==> src/rtl/fpe_pkg.sv <==
package fpe_pkg;

    typedef enum logic [1:0] {
        OP_PROG = 2'd0,
        OP_SECT = 2'd1,
        OP_BLK  = 2'd2,
        OP_CHIP = 2'd3
    } fpe_op_e;

    typedef enum logic [2:0] {
        ST_IDLE   = 3'd0,
        ST_CMD    = 3'd1,
        ST_POLL0  = 3'd2,
        ST_POLL   = 3'd3,
        ST_CONF1  = 3'd4,
        ST_CONF2  = 3'd5,
        ST_VERIFY = 3'd6,
        ST_FINISH = 3'd7
    } fpe_state_e;

    localparam int STEP_W     = 3;
    localparam int TOGGLE_BIT = 6;
    localparam int LOW_ADDR_W = 12;

    localparam logic [LOW_ADDR_W-1:0] UNLOCK_ADDR_A = 12'h555;
    localparam logic [LOW_ADDR_W-1:0] UNLOCK_ADDR_B = 12'h2AA;

    localparam logic [7:0] KEY_FIRST   = 8'hAA;
    localparam logic [7:0] KEY_SECOND  = 8'h55;
    localparam logic [7:0] CODE_PROG   = 8'hA0;
    localparam logic [7:0] CODE_ESETUP = 8'h80;
    localparam logic [7:0] CODE_SECT   = 8'h30;
    localparam logic [7:0] CODE_BLK    = 8'h50;
    localparam logic [7:0] CODE_CHIP   = 8'h10;

endpackage

==> src/rtl/fpe_cmd_gen.sv <==
module fpe_cmd_gen
    import fpe_pkg::*;
#(
    parameter int ADDR_W   = 20,
    parameter int DATA_W   = 16,
    parameter int SECT_LSB = 11,
    parameter int BLK_LSB  = 15
) (
    input  fpe_op_e             op,
    input  logic [ADDR_W-1:0]   tgt_addr,
    input  logic [DATA_W-1:0]   tgt_data,
    input  logic [STEP_W-1:0]   step,
    output logic [ADDR_W-1:0]   wr_addr,
    output logic [DATA_W-1:0]   wr_data,
    output logic                last_step,
    output logic [ADDR_W-1:0]   status_addr
);

    localparam logic [ADDR_W-1:0] SECT_MASK = {ADDR_W{1'b1}} << SECT_LSB;
    localparam logic [ADDR_W-1:0] BLK_MASK  = {ADDR_W{1'b1}} << BLK_LSB;
    localparam logic [ADDR_W-1:0] ADDR_A    = {{(ADDR_W-LOW_ADDR_W){1'b0}}, UNLOCK_ADDR_A};
    localparam logic [ADDR_W-1:0] ADDR_B    = {{(ADDR_W-LOW_ADDR_W){1'b0}}, UNLOCK_ADDR_B};
    localparam logic [STEP_W-1:0] PROG_LAST  = STEP_W'(3);
    localparam logic [STEP_W-1:0] ERASE_LAST = STEP_W'(5);

    function automatic logic [DATA_W-1:0] code_word(input logic [7:0] c);
        return {{(DATA_W-8){1'b0}}, c};
    endfunction

    logic [ADDR_W-1:0] region_addr;
    logic [7:0]        final_code;

    always_comb begin
        case (op)
            OP_SECT: begin region_addr = tgt_addr & SECT_MASK; final_code = CODE_SECT; end
            OP_BLK:  begin region_addr = tgt_addr & BLK_MASK;  final_code = CODE_BLK;  end
            OP_CHIP: begin region_addr = '0;                   final_code = CODE_CHIP; end
            default: begin region_addr = tgt_addr;             final_code = CODE_PROG; end
        endcase
    end

    always_comb begin
        wr_addr   = ADDR_A;
        wr_data   = code_word(KEY_FIRST);
        last_step = 1'b0;
        if (op == OP_PROG) begin
            case (step)
                STEP_W'(0): begin wr_addr = ADDR_A; wr_data = code_word(KEY_FIRST);  end
                STEP_W'(1): begin wr_addr = ADDR_B; wr_data = code_word(KEY_SECOND); end
                STEP_W'(2): begin wr_addr = ADDR_A; wr_data = code_word(CODE_PROG);  end
                default:    begin wr_addr = tgt_addr; wr_data = tgt_data;            end
            endcase
            last_step = (step == PROG_LAST);
        end else begin
            case (step)
                STEP_W'(0): begin wr_addr = ADDR_A; wr_data = code_word(KEY_FIRST);   end
                STEP_W'(1): begin wr_addr = ADDR_B; wr_data = code_word(KEY_SECOND);  end
                STEP_W'(2): begin wr_addr = ADDR_A; wr_data = code_word(CODE_ESETUP); end
                STEP_W'(3): begin wr_addr = ADDR_A; wr_data = code_word(KEY_FIRST);   end
                STEP_W'(4): begin wr_addr = ADDR_B; wr_data = code_word(KEY_SECOND);  end
                default: begin
                    wr_addr = (op == OP_CHIP) ? ADDR_A : region_addr;
                    wr_data = code_word(final_code);
                end
            endcase
            last_step = (step == ERASE_LAST);
        end
    end

    assign status_addr = region_addr;

endmodule

==> src/rtl/fpe_toggle_judge.sv <==
module fpe_toggle_judge (
    input  logic cur_bit,
    input  logic prev_bit,
    input  logic conf_bit,
    output logic match_prev,
    output logic confirm_ok
);

    always_comb begin
        match_prev = (cur_bit == prev_bit);
        confirm_ok = match_prev && (conf_bit == prev_bit);
    end

endmodule

==> src/rtl/fpe_poll_timer.sv <==
module fpe_poll_timer #(
    parameter int POLL_LIMIT = 4096
) (
    input  logic clk,
    input  logic rst_n,
    input  logic clear,
    input  logic tick,
    output logic expired
);

    localparam int CNT_W = $clog2(POLL_LIMIT + 1);

    logic [CNT_W-1:0] cnt_d, cnt_q;

    always_comb begin
        cnt_d   = cnt_q;
        expired = 1'b0;
        if (clear) begin
            cnt_d = '0;
        end else if (tick) begin
            cnt_d   = cnt_q + CNT_W'(1);
            expired = (int'(cnt_q) + 1 >= POLL_LIMIT);
        end
    end

    always_ff @(posedge clk) begin
        if (!rst_n) cnt_q <= '0;
        else        cnt_q <= cnt_d;
    end

    AST_POLL_CAP: assert property (@(posedge clk) disable iff (!rst_n)
        int'(cnt_q) <= POLL_LIMIT);

endmodule

==> src/rtl/fpe_sequencer.sv <==
module fpe_sequencer
    import fpe_pkg::*;
#(
    parameter int ADDR_W     = 20,
    parameter int DATA_W     = 16,
    parameter int SECT_LSB   = 11,
    parameter int BLK_LSB    = 15,
    parameter int POLL_LIMIT = 4096
) (
    input  logic              clk,
    input  logic              rst_n,
    input  logic              req_valid,
    output logic              req_ready,
    input  logic [1:0]        req_op,
    input  logic [ADDR_W-1:0] req_addr,
    input  logic [DATA_W-1:0] req_data,
    output logic              done,
    output logic              fail,
    output logic              bus_req,
    output logic              bus_we,
    output logic [ADDR_W-1:0] bus_addr,
    output logic [DATA_W-1:0] bus_wdata,
    input  logic              bus_ack,
    input  logic [DATA_W-1:0] bus_rdata
);

    typedef struct packed {
        fpe_state_e          state;
        logic [STEP_W-1:0]   step;
        fpe_op_e             op;
        logic [ADDR_W-1:0]   addr;
        logic [DATA_W-1:0]   data;
        logic                prev;
        logic                conf;
        logic                fail;
    } ctl_t;

    ctl_t ctl_d, ctl_q;

    logic [ADDR_W-1:0] cmd_addr;
    logic [DATA_W-1:0] cmd_data;
    logic              cmd_last;
    logic [ADDR_W-1:0] stat_addr;
    logic              match_prev;
    logic              confirm_ok;
    logic              tmr_clear;
    logic              tmr_tick;
    logic              tmr_expired;

    fpe_cmd_gen #(
        .ADDR_W  (ADDR_W),
        .DATA_W  (DATA_W),
        .SECT_LSB(SECT_LSB),
        .BLK_LSB (BLK_LSB)
    ) u_cmd (
        .op         (ctl_q.op),
        .tgt_addr   (ctl_q.addr),
        .tgt_data   (ctl_q.data),
        .step       (ctl_q.step),
        .wr_addr    (cmd_addr),
        .wr_data    (cmd_data),
        .last_step  (cmd_last),
        .status_addr(stat_addr)
    );

    fpe_toggle_judge u_judge (
        .cur_bit   (bus_rdata[TOGGLE_BIT]),
        .prev_bit  (ctl_q.prev),
        .conf_bit  (ctl_q.conf),
        .match_prev(match_prev),
        .confirm_ok(confirm_ok)
    );

    fpe_poll_timer #(
        .POLL_LIMIT(POLL_LIMIT)
    ) u_timer (
        .clk    (clk),
        .rst_n  (rst_n),
        .clear  (tmr_clear),
        .tick   (tmr_tick),
        .expired(tmr_expired)
    );

    always_comb begin
        ctl_d     = ctl_q;
        tmr_clear = 1'b0;
        tmr_tick  = 1'b0;
        bus_req   = 1'b0;
        bus_we    = 1'b0;
        bus_addr  = stat_addr;
        bus_wdata = '0;
        req_ready = 1'b0;
        done      = 1'b0;
        fail      = 1'b0;

        case (ctl_q.state)
            ST_IDLE: begin
                req_ready = 1'b1;
                if (req_valid) begin
                    ctl_d.op    = fpe_op_e'(req_op);
                    ctl_d.addr  = req_addr;
                    ctl_d.data  = req_data;
                    ctl_d.step  = '0;
                    ctl_d.fail  = 1'b0;
                    ctl_d.state = ST_CMD;
                end
            end

            ST_CMD: begin
                bus_req   = 1'b1;
                bus_we    = 1'b1;
                bus_addr  = cmd_addr;
                bus_wdata = cmd_data;
                if (bus_ack) begin
                    if (cmd_last) begin
                        tmr_clear   = 1'b1;
                        ctl_d.state = ST_POLL0;
                    end else begin
                        ctl_d.step = ctl_q.step + STEP_W'(1);
                    end
                end
            end

            ST_POLL0: begin
                bus_req = 1'b1;
                if (bus_ack) begin
                    tmr_tick   = 1'b1;
                    ctl_d.prev = bus_rdata[TOGGLE_BIT];
                    if (tmr_expired) begin
                        ctl_d.fail  = 1'b1;
                        ctl_d.state = ST_FINISH;
                    end else begin
                        ctl_d.state = ST_POLL;
                    end
                end
            end

            ST_POLL: begin
                bus_req = 1'b1;
                if (bus_ack) begin
                    tmr_tick = 1'b1;
                    if (tmr_expired) begin
                        ctl_d.fail  = 1'b1;
                        ctl_d.state = ST_FINISH;
                    end else if (match_prev) begin
                        ctl_d.state = ST_CONF1;
                    end else begin
                        ctl_d.prev = bus_rdata[TOGGLE_BIT];
                    end
                end
            end

            ST_CONF1: begin
                bus_req = 1'b1;
                if (bus_ack) begin
                    tmr_tick   = 1'b1;
                    ctl_d.conf = bus_rdata[TOGGLE_BIT];
                    if (tmr_expired) begin
                        ctl_d.fail  = 1'b1;
                        ctl_d.state = ST_FINISH;
                    end else begin
                        ctl_d.state = ST_CONF2;
                    end
                end
            end

            ST_CONF2: begin
                bus_req = 1'b1;
                if (bus_ack) begin
                    tmr_tick = 1'b1;
                    if (confirm_ok) begin
                        ctl_d.state = (ctl_q.op == OP_PROG) ? ST_VERIFY : ST_FINISH;
                    end else if (tmr_expired) begin
                        ctl_d.fail  = 1'b1;
                        ctl_d.state = ST_FINISH;
                    end else begin
                        ctl_d.prev  = bus_rdata[TOGGLE_BIT];
                        ctl_d.state = ST_POLL;
                    end
                end
            end

            ST_VERIFY: begin
                bus_req  = 1'b1;
                bus_addr = ctl_q.addr;
                if (bus_ack) begin
                    ctl_d.fail  = (bus_rdata != ctl_q.data);
                    ctl_d.state = ST_FINISH;
                end
            end

            default: begin
                done        = 1'b1;
                fail        = ctl_q.fail;
                ctl_d.state = ST_IDLE;
            end
        endcase
    end

    always_ff @(posedge clk) begin
        if (!rst_n) ctl_q <= '0;
        else        ctl_q <= ctl_d;
    end

    AST_BUS_HOLD: assert property (@(posedge clk) disable iff (!rst_n)
        (bus_req && !bus_ack) |=> (bus_req && $stable(bus_we) && $stable(bus_addr) && $stable(bus_wdata)));

    AST_DONE_PULSE: assert property (@(posedge clk) disable iff (!rst_n)
        done |=> !done);

    AST_FAIL_QUAL: assert property (@(posedge clk) disable iff (!rst_n)
        fail |-> done);

    AST_IDLE_QUIET: assert property (@(posedge clk) disable iff (!rst_n)
        req_ready |-> !bus_req);

    AST_ACCEPT_BUSY: assert property (@(posedge clk) disable iff (!rst_n)
        (req_valid && req_ready) |=> !req_ready);

    AST_READY_AFTER_DONE: assert property (@(posedge clk) disable iff (!rst_n)
        done |=> req_ready);

endmodule

==> config.mk <==
export PLATFORM = sky130hd
export DESIGN_NAME = fpe_sequencer
export DESIGN_NICKNAME = d
export VERILOG_FILES = /design/src/rtl/fpe_pkg.sv /design/src/rtl/fpe_cmd_gen.sv /design/src/rtl/fpe_toggle_judge.sv /design/src/rtl/fpe_poll_timer.sv /design/src/rtl/fpe_sequencer.sv
export SDC_FILE = /design/constraint.sdc
export NUM_CORES = 1
export LEC_CHECK = 0
export BUFFER_PORTS_ARGS = -buffer_cell sky130_fd_sc_hd__buf_2
export CAP_MARGIN = 20
export CELL_PAD_IN_SITES_DETAIL_PLACEMENT = 1
export CELL_PAD_IN_SITES_GLOBAL_PLACEMENT = 1
export CORE_ASPECT_RATIO = 0.5
export CORE_MARGIN = 4
export CORE_UTILIZATION = 40
export CTS_CLUSTER_DIAMETER = 200
export DETAILED_ROUTE_END_ITERATION = 12
export HOLD_SLACK_MARGIN = 0.15
export PLACE_DENSITY_LB_ADDON = 0.25
export SYNTH_ARGS = -nofsm -noshare
export SYNTH_HDL_FRONTEND = slang
export SYNTH_SLANG_ARGS = --single-unit
==> constraint.sdc <==
create_clock -name clk -period 3.5 [get_ports clk]
set_clock_uncertainty 0.1 [all_clocks]
set_input_delay 0.525 -clock clk [delete_from_list [all_inputs] [get_ports clk]]
set_output_delay 0.525 -clock clk [all_outputs]
set_load 0.01 [all_outputs]
==> results.cfg, run 1 <==
[synth]
synthDominantAreaCellType = sky130_fd_sc_hd__dfxtp_1
yosys_warnings = 0
synth.area.top_cells = sky130_fd_sc_hd__dfxtp_1 35%, sky130_fd_sc_hd__nand2_1 11%, sky130_fd_sc_hd__a21boi_0 7.8%
synth_top_flop_cell = sky130_fd_sc_hd__dfxtp_1
main_combinational_cell_family_by_area_after_synthesis = simple AND/OR/NAND/NOR gates
post-synth-top-count-cell = sky130_fd_sc_hd__nand2_1
synthesis.area_sq_um = 3460
synth_xor_xnor_area_share = 0.0759
synth-seq-area-share = 0.347
postSynthNetCount = 510
netlist_instances = 445
yosysUniqueCellTypes = 55
synth_edf_count = 0
share_of_flip_flops_with_an_asynchronous_set_or_reset_after_synthesis = 0
postSynthRegisterBits = 60
synth_compound_gate_area_share = 0.214
post_synth_most_frequent_cells = 104 x sky130_fd_sc_hd__nand2_1, 60 x sky130_fd_sc_hd__dfxtp_1, 36 x sky130_fd_sc_hd__a21boi_0
synth.mux.area_fraction = 0.0206
syn_avg_cell_area_sq_um = 7.78
netlist.area_leader.share = 0.347
synth_simple_gate_area_frac = 0.272
synth_fa_ha_area_frac = 0.0253

[routing]
remaining_drc_errors = 0
routed_via_density = 5.15
ant_nets = 0
mean_routed_wirelength_per_cell_um = 15.8
routed-via-count = 3361
drtIter0Drc = 116
routed_wl_um = 10300
drtPass1Iterations = 4

[critical_path]
critical_path.reg2reg.startpoint = ctl_q[46]$_SDFFE_PN0P_
crit_fanout = 15
crit_path_end_kind = output port
required_ns = 2.87
worst_ep_arrival_time_ns = 2.49
worstSetupPathType = reg -> out
setup.worst_path.start_class = flip-flop
critical_path.startpoint = ctl_q[46]$_SDFFE_PN0P_

[timing]
least_margin_pin_slew_ns = 0.669
hold_viol = 0
final_critical_delay_including_setup_and_external_delays_ns = 3.12
max_freq_mhz = 321
slew-limit-headroom = 0.553
setup_failing_eps_final = 0
report.final.slew_viol_count = 0
setup-tns-final_ns = 0
final_min_period_over_clock_period = 0.891
grt_setup_unrepaired = no

[place]
dp.cells = 636
globalplace.congestion = 0.870
detailedPlacementHpwl_um = 7440
io_buffer_count = 98

[grt]
top_usage_layer = met2
globalRouteOverflowTotal = 0
grt_max_degree = 41
grt_use_met3 = 0.0663
grt_first_pass_wirelength_um = 17100
groute.layer.met1.usage = 0.259
grt_pass1_vias = 3502
grt.total_usage = 0.209
antenna_found_initial = 1
use_met2 = 0.364

[floorplan]
floorplan.die.width_um = 140
full_die_area_sq_um = 10300
coreArea_sq_um = 8200
boundaryPins = 99
rows = 23
die_y_um = 73.8
initial_core_util = 0.422

[clock_network]
cts.repair_timing.setup_buffer_count = 0
tritoncts = yes
clk_pin_slew_ns = 0.05
clkLatencyLatePin_ns = 0.33
ctsResizeCount = 0
clock_sinks = 60
cts-buffers-inserted = 9
h-tree-depth = 3
cts_hold_buffers = 0
cts_root_buf = sky130_fd_sc_hd__clkbuf_16
clock_path_buffers = 2

[finish]
finish.cell_count_without_fillers = 652
ff_latch_area_sq_um = 1200
final_util = 0.526
num-nets-final = 600
n_antenna_cell = 0
final.fill_count = 1046
multi_input_comb_area_sq_um = 2100
layout_cell_share_with_drive_strength_beyond_1 = 0.237
areaGrowthSynthToFinish_pct = 24.7

[pwr]
power-per-cell-area_nw_per_um2 = 476
vdd.ir_drop.worst_mv = 0.267
total_leakage_power_nw = 2.01
totalPowerFinal_mw = 2.06

[min_path]
min-delay-start = req_addr[7]
min_path_type = in -> reg

[run_status]
outcome = finished clean

[flow_run]
cap_violations = 0
## registers in the layout, summed over array words and instances (netlist names)
signal and flops:
ctl_q 47, u_timer.cnt_q 13
## where the power goes
group          switching (mW)  internal [mW]  leakage (nW)
clock network           0.312          0.587         0.149
logic                   0.238          0.159          1.37
registers              0.0350          0.724         0.490
## worst paths after layout
kind | depth (start not counted) | slack [ns] | endpoint
max | 9 | 0.38 | bus_addr[18]
min | 3 | 0.34 | ctl_q[26]$_SDFFE_PN0P_
max reg2reg | 6 | 1.25 | ctl_q[42]$_SDFFE_PN0P_
min reg2reg | 2 | 0.36 | ctl_q[37]$_SDFFE_PN0P_
## metrics by stage
step                hold slack, ns  instance area (sq um)  setup WS [ns]
floorplan                    0.335                   3460           1.17
global placement             0.347                   4010          0.768
detailed placement           0.354                   4010          0.753
CTS                          0.330                   4320          0.377
global route                 0.343                   4320          0.162
finish                       0.336                   4320          0.381
## metal layers
layer,up-vias,share of wire
li1,1678,-
met1,1603,0.46
met2,68,0.47
met3,10,0.058
met4,2,0.0069
met5,-,0.00078
## worst max-delay path, cell delays in order, from the launching register on
cell and delay (ns):
sky130_fd_sc_hd__dfxtp_1 0.62, sky130_fd_sc_hd__nor2_1 0.10, sky130_fd_sc_hd__nand2_1 0.08, sky130_fd_sc_hd__buf_4 0.19, sky130_fd_sc_hd__clkinv_1 0.30, sky130_fd_sc_hd__nand2_1 0.16
sky130_fd_sc_hd__nand2_1 0.07, sky130_fd_sc_hd__a32oi_1 0.34, sky130_fd_sc_hd__and2_1 0.18, sky130_fd_sc_hd__buf_2 0.12
## cell usage in the layout (no fill, tap or decap), types with 4 or more instances in the layout
cell type,instances
sky130_fd_sc_hd__dfxtp_1,60
sky130_fd_sc_hd__nor4_1,4
sky130_fd_sc_hd__inv_1,7
sky130_fd_sc_hd__nor3_1,5
sky130_fd_sc_hd__o21a_1,7
sky130_fd_sc_hd__nor2b_1,9
sky130_fd_sc_hd__nand2_1,104
sky130_fd_sc_hd__a21oi_1,18
sky130_fd_sc_hd__nand3_1,10
sky130_fd_sc_hd__buf_4,6
sky130_fd_sc_hd__clkbuf_16,9
sky130_fd_sc_hd__and3_1,5
sky130_fd_sc_hd__a21boi_0,36
sky130_fd_sc_hd__ha_1,7
sky130_fd_sc_hd__mux2i_1,6
sky130_fd_sc_hd__and4_1,4
sky130_fd_sc_hd__and2_1,18
sky130_fd_sc_hd__a31oi_1,4
sky130_fd_sc_hd__buf_2,98
sky130_fd_sc_hd__nor2_1,29
sky130_fd_sc_hd__a21o_1,7
sky130_fd_sc_hd__xor2_1,27
sky130_fd_sc_hd__o21ai_0,13
## layout make-up
cell class,instances,area share
multi-input cells,352,0.488
flip-flops and latches,60,0.278
repair buffers,104,0.124
clock buffers,12,0.0594
well taps,112,0.0325
clock inverters,4,0.0110
inverters,8,0.00696
## logic make-up (layout without fill, tap and decap cells)
group,Yosys count,count (layout)
adders and majority gates,7,7
muxes,7,7
AOI/OAI and AO/OA,106,106
buffers and inverters,33,128
and+or+nand+nor,202,202
xor gates and xnor gates,30,30
DFF,60,60
Note: power is estimated with default switching activity, not from simulation.
==> inputs of run 2 (changes only) <==
--- a/config.mk
+++ b/config.mk
@@ -11,11 +11,12 @@
 export CELL_PAD_IN_SITES_GLOBAL_PLACEMENT = 1
 export CORE_ASPECT_RATIO = 0.5
 export CORE_MARGIN = 4
-export CORE_UTILIZATION = 40
+export CORE_UTILIZATION = 42
 export CTS_CLUSTER_DIAMETER = 200
 export DETAILED_ROUTE_END_ITERATION = 12
 export HOLD_SLACK_MARGIN = 0.15
 export PLACE_DENSITY_LB_ADDON = 0.25
 export SYNTH_ARGS = -nofsm -noshare
 export SYNTH_HDL_FRONTEND = slang
+export SYNTH_HIERARCHICAL = 1
 export SYNTH_SLANG_ARGS = --single-unit
==> run 2 against run 1 <==
Hold slack lost 0.011 ns. Non-clock buffer count is 10 higher. Fmax up 3.0%. Critical path type is now reg -> reg. Sequential power rose by 2%. Largest cell class unchanged.
==> results.cfg, run 2 <==
[finish]
largest_register_ff_count = 47
largest_registers = ctl_q (47), u_timer/cnt_q (13)
final_cell_mix = 133 x sky130_fd_sc_hd__nand2_1, 98 x sky130_fd_sc_hd__buf_2, 60 x sky130_fd_sc_hd__dfxtp_1
num-nets-final = 694
n_antenna_cell = 0
layout_cell_share_with_drive_strength_beyond_1 = 0.230
commonest_non_fill_non_tap_cell_in_the_layout = sky130_fd_sc_hd__nand2_1
areaGrowthSynthToFinish_pct = 20.8
registers.top_by_ff_count = ctl_q
final.fill_count = 1218

[routing]
route.layer.met1.wl_um = 5830
remaining_drc_errors = 0
mean_routed_wirelength_per_cell_um = 16.3
met2WireLength_um = 6240
drtPass1Iterations = 4
met3_wirelength_um = 391
ant_nets = 0
routed-via-count = 4125
drtIter0Drc = 227
routed_wl_um = 12600
routed.top_layer = met4
routed_via_density = 5.33

[floorplan]
boundaryPins = 99
coreArea_sq_um = 9420
rows = 25
floorplan.die.width_um = 147
initial_core_util = 0.431
die_y_um = 77.5
full_die_area_sq_um = 11400

[synth]
postSynthNetCount = 610
yosys_warnings = 6
share_of_flip_flops_with_an_asynchronous_set_or_reset_after_synthesis = 0
synthesis.area_sq_um = 4050
netlist_instances = 550
synthDominantAreaCellType = sky130_fd_sc_hd__dfxtp_1
postSynthRegisterBits = 60
netlist.area_leader.share = 0.296
synth-seq-area-share = 0.296
synth_edf_count = 0
post-synth-top-count-cell = sky130_fd_sc_hd__nand2_1
post_synth_most_frequent_cells = 133 x sky130_fd_sc_hd__nand2_1, 60 x sky130_fd_sc_hd__dfxtp_1, 53 x sky130_fd_sc_hd__a21oi_1
synth.area.top_cells = sky130_fd_sc_hd__dfxtp_1 30%, sky130_fd_sc_hd__nand2_1 12%, sky130_fd_sc_hd__a21oi_1 6.5%
yosysUniqueCellTypes = 67
syn_avg_cell_area_sq_um = 7.37
synth_top_flop_cell = sky130_fd_sc_hd__dfxtp_1

[critical_path]
required_ns = 3.67
worst_ep_arrival_time_ns = 3.20
crit_path_end_kind = flip-flop
setup.worst_path.start_class = flip-flop
crit_fanout = 13
worstSetupPathType = reg -> reg

[pwr]
vdd.ir_drop.worst_mv = 0.267
total_leakage_power_nw = 2.08
power-per-cell-area_nw_per_um2 = 442
totalPowerFinal_mw = 2.16

[timing]
setup_failing_eps_final = 0
final_min_period_over_clock_period = 0.865
slew-limit-headroom = 0.470
final_critical_delay_including_setup_and_external_delays_ns = 3.03
least_margin_pin_slew_ns = 0.795
grt_setup_unrepaired = no
max_freq_mhz = 330
setup-tns-final_ns = 0
hold_viol = 0
report.final.slew_viol_count = 0

[grt]
globalRouteOverflowTotal = 0
grt_pass1_vias = 4356
grt_first_pass_wirelength_um = 21100
antenna_found_initial = 0
grt_max_degree = 41
grt.total_usage = 0.227

[min_path]
min_path_type = in -> reg

[place]
io_buffer_count = 98
detailedPlacementHpwl_um = 9020
globalplace.congestion = 0.877

[clock_network]
ctsResizeCount = 0
h-tree-depth = 3
cts_hold_buffers = 0
tritoncts = yes
clk_pin_slew_ns = 0.06
clkLatencyLatePin_ns = 0.34
cts-buffers-inserted = 9
cts.repair_timing.setup_buffer_count = 0
clock_sinks = 60
cts_root_buf = sky130_fd_sc_hd__clkbuf_16
clock_path_buffers = 2

[flow_run]
cap_violations = 0

[run_status]
outcome = finished clean
[run 2: metal layers]
| layer | vias to the layer above | track usage |
|---|---|---|
| met1 | 1981 | 0.275 |
| met5 | - | 0 |
| li1 | 2065 | - |
| met3 | 16 | 0.0525 |
| met2 | 63 | 0.409 |
| met4 | 0 | 0.0604 |
[run 2: worst max-delay path: stages (launching register included)]
cell                        delay [ns]
sky130_fd_sc_hd__dfxtp_1          0.38
sky130_fd_sc_hd__buf_4            0.20
sky130_fd_sc_hd__nand2b_1         0.16
sky130_fd_sc_hd__a21oi_1          0.26
sky130_fd_sc_hd__inv_1            0.12
sky130_fd_sc_hd__a2111oi_2        0.69
sky130_fd_sc_hd__or3b_4           0.28
sky130_fd_sc_hd__a2111oi_4        0.09
sky130_fd_sc_hd__or4b_1           0.54
sky130_fd_sc_hd__a21oi_1          0.15
[run 2: cell families (layout without fill, tap and decap cells)]
kind of cell	Yosys count	in the layout	share of synthesized area
simple gates	257	257	0.313
compound gates	141	141	0.241
flops	60	60	0.296
buf+inv	60	149	0.0762
xor+xnor	24	24	0.0519
mux	6	6	0.0160
fa+ha+maj	2	2	0.00617
[run 2: cell type report]
| class | count | area (sq um) | area share |
|---|---|---|---|
| well taps | 135 | 169 | 0.0345 |
| clock inverters | 5 | 52.6 | 0.0107 |
| flip-flops and latches | 60 | 1200 | 0.245 |
| multi-input cells | 430 | 2550 | 0.520 |
| repair buffers | 114 | 623 | 0.127 |
| clock buffers | 11 | 233 | 0.0475 |
| inverters | 19 | 71.3 | 0.0146 |
[run 2: worst paths after layout]
check,startpoint,end,slack [ns],cells past startpoint
setup / recovery,ctl_q[46]$_SDFFE_PN0P_,ctl_q[46]$_SDFFE_PN0P_,0.47,9
hold / removal,req_addr[11],ctl_q[30]$_SDFFE_PN0P_,0.32,3
setup reg to reg,ctl_q[46]$_SDFFE_PN0P_,ctl_q[46]$_SDFFE_PN0P_,0.47,9
hold reg to reg,ctl_q[30]$_SDFFE_PN0P_,ctl_q[30]$_SDFFE_PN0P_,0.37,2
[run 2: metrics by stage]
step / hold slack (ns) / std cells / area (sq um) / setup WS (ns) / util
after floorplan: 0.343 / 550 / 4050 / 0.769 / -
after global placement: 0.354 / 758 / 4610 / 0.626 / 0.490
after detailed placement: 0.363 / 758 / 4610 / 0.543 / 0.490
after CTS: 0.313 / 774 / 4900 / 0.536 / 0.520
after global routing: 0.321 / 774 / 4900 / 0.219 / 0.520
final: 0.325 / 774 / 4900 / 0.472 / 0.520
[run 2: power by group]
group	switching, mW	total (mW)	internal (mW)
sequential	0.0433	0.772	0.729
clock	0.326	0.874	0.547
combinational	0.308	0.519	0.211
==> inputs of run 3 (changes only) <==
--- a/config.mk
+++ b/config.mk
@@ -14,6 +14,7 @@
 export CORE_UTILIZATION = 42
 export CTS_CLUSTER_DIAMETER = 200
 export DETAILED_ROUTE_END_ITERATION = 12
+export GPL_TIMING_DRIVEN = 0
 export HOLD_SLACK_MARGIN = 0.15
 export PLACE_DENSITY_LB_ADDON = 0.25
 export SYNTH_ARGS = -nofsm -noshare
==> run 3 against run 2 <==
Combinational power up 6.4%. Clock-buffer cell count grew 1. Clock power increased by 14%. Via count rose by 5.0%. First-iteration DRC count increased by 2.6%.
==> results.cfg, run 3 (synthesized netlist as in run 2, its figures left out) <==
[finish]
areaGrowthSynthToFinish_pct = 24.8
num-nets-final = 718
n_antenna_cell = 0
largest_registers = ctl_q (47), u_timer/cnt_q (13)
largest_register_ff_count = 47
final_cell_mix = 133 x sky130_fd_sc_hd__nand2_1, 107 x sky130_fd_sc_hd__buf_2, 60 x sky130_fd_sc_hd__dfxtp_1
layout_cell_share_with_drive_strength_beyond_1 = 0.234
final.fill_count = 1233
registers.top_by_ff_count = ctl_q
final_util = 0.537
commonest_non_fill_non_tap_cell_in_the_layout = sky130_fd_sc_hd__nand2_1

[pwr]
vdd.ir_drop.worst_mv = 0.269
power-per-cell-area_nw_per_um2 = 460
pwr-share-seq = 0.332
total_leakage_power_nw = 2.16
pwr-share-comb = 0.237
sw_frac_of_total = 0.300
netSwitchingPower_mw = 0.699
pwr-share-clk = 0.431
cell_internal_pwr_mw = 1.63

[clock_network]
clock_path_buffers = 2
h-tree-depth = 3
cts.repair_timing.setup_buffer_count = 0
cts-buffers-inserted = 9
cts_root_buf = sky130_fd_sc_hd__clkbuf_16
clk_pin_slew_ns = 0.06
clock_sinks = 60
clkLatencyLatePin_ns = 0.33
tritoncts = yes

[critical_path]
crit_path_end_kind = flip-flop
required_ns = 3.62
worst_ep_arrival_time_ns = 3.29
worstSetupPathType = reg -> reg
setup.worst_path.start_class = flip-flop
crit_fanout = 10

[timing]
final_min_period_over_clock_period = 0.905
report.final.slew_viol_count = 0
setup-tns-final_ns = 0
least_margin_pin_slew_ns = 0.636
final_critical_delay_including_setup_and_external_delays_ns = 3.17
max_freq_mhz = 316
holdWs_ns = 0.324
setup_slack_ns = 0.331
grt_setup_unrepaired = no
slew-limit-headroom = 0.576
hold_viol = 0
setup_failing_eps_final = 0

[routing]
routed_via_density = 5.43
routed-via-count = 4332
met2WireLength_um = 6640
mean_routed_wirelength_per_cell_um = 17.2
remaining_drc_errors = 0
drtPass1Iterations = 4
ant_nets = 0
route.layer.met1.wl_um = 6280
met3_wirelength_um = 635
routed_wl_um = 13700
routed.top_layer = met4
drtIter0Drc = 233

[place]
detailedPlacementHpwl_um = 10000
io_buffer_count = 97
post-place-ws_ns = 0.307
globalplace.congestion = 0.831

[run_status]
outcome = finished clean

[flow_run]
cap_violations = 0

[floorplan]
full_die_area_sq_um = 11400
initial_core_util = 0.431
boundaryPins = 99
floorplan.die.width_um = 147
die_y_um = 77.5
rows = 25
coreArea_sq_um = 9420

[min_path]
min_path_type = in -> reg

[grt]
grt_pass1_vias = 4443
grt.total_usage = 0.245
grt_max_degree = 11
antenna_found_initial = 0
grt_first_pass_wirelength_um = 22600
globalRouteOverflowTotal = 0
-- run 3: changes by cell type in the layout (fill, tap and decap cells not counted), sizes merged --
cell and change:
clkinv -1, bufinv +1, clkbuf +18, buf +7, clkinvlp -1
-- run 3: per-stage QoR --
| step | instance area, sq um | cells | power (mW) |
|---|---|---|---|
| 2_1_floorplan | 4050 | 550 | 1.13 |
| 3_3_place_gp | 4710 | 782 | 1.31 |
| 3_5_place_dp | 4710 | 782 | 1.33 |
| 4_1_cts | 5040 | 798 | 2.34 |
| 5_1_grt | 5060 | 798 | 2.43 |
| 6_report | 5060 | 798 | 2.33 |
-- run 3: critical path, stage by stage, from the launching register on --
cell,delay (ns)
sky130_fd_sc_hd__dfxtp_1,0.29
sky130_fd_sc_hd__buf_2,0.17
sky130_fd_sc_hd__nor3b_1,0.33
sky130_fd_sc_hd__clkbuf_1,0.47
sky130_fd_sc_hd__and3_1,0.37
sky130_fd_sc_hd__a2111oi_4,0.11
sky130_fd_sc_hd__or3b_4,0.44
sky130_fd_sc_hd__a2111oi_4,0.46
sky130_fd_sc_hd__o31ai_1,0.16
sky130_fd_sc_hd__o311a_1,0.14
-- run 3: path summary, 6_finish.rpt --
| path | start | endpoint | slack (ns) | cells after the start |
|---|---|---|---|---|
| max | ctl_q[46]$_SDFFE_PN0P_ | ctl_q[45]$_SDFFE_PN0P_ | 0.33 | 9 |
| min | req_addr[6] | ctl_q[25]$_SDFFE_PN0P_ | 0.32 | 3 |
| max reg2reg | ctl_q[46]$_SDFFE_PN0P_ | ctl_q[45]$_SDFFE_PN0P_ | 0.33 | 9 |
| min reg2reg | ctl_q[32]$_SDFFE_PN0P_ | ctl_q[32]$_SDFFE_PN0P_ | 0.37 | 2 |
-- run 3: power by group through the flow --
stage / Clock (mW) / Sequential (mW) / Combinational, mW
6_report: 1.00 / 0.773 / 0.552
5_1_grt: 1.04 / 0.780 / 0.610
4_1_cts: 1.02 / 0.772 / 0.551
3_5_place_dp: 0 / 0.786 / 0.542
3_3_place_gp: 0 / 0.783 / 0.529
2_1_floorplan: 0 / 0.772 / 0.361
-- run 3: layer usage --
metal / track usage / up-vias
li1: - / 2115
met1: 0.310 / 2104
met2: 0.429 / 95
met3: 0.0478 / 18
met4: 0.0641 / 0
met5: 0 / -
-- run 3: cell type report --
type                    count  area [sq um]  area share
inverters                  19          71.3      0.0141
clock buffers              12           267      0.0527
plain buffers              41           238      0.0470
well taps                 135           169      0.0334
clock inverters             4          70.1      0.0139
multi-input cells         430          2560       0.505
repair buffers             97           485      0.0960
flip-flops and latches     60          1200       0.238
-- run 3: repair_timing --
item / CTS / global route
resized for setup: 0 / 1
endpoints found under the hold margin: 0 / 0
endpoints found under the setup margin: 0 / 1
hold buffers: 0 / 0
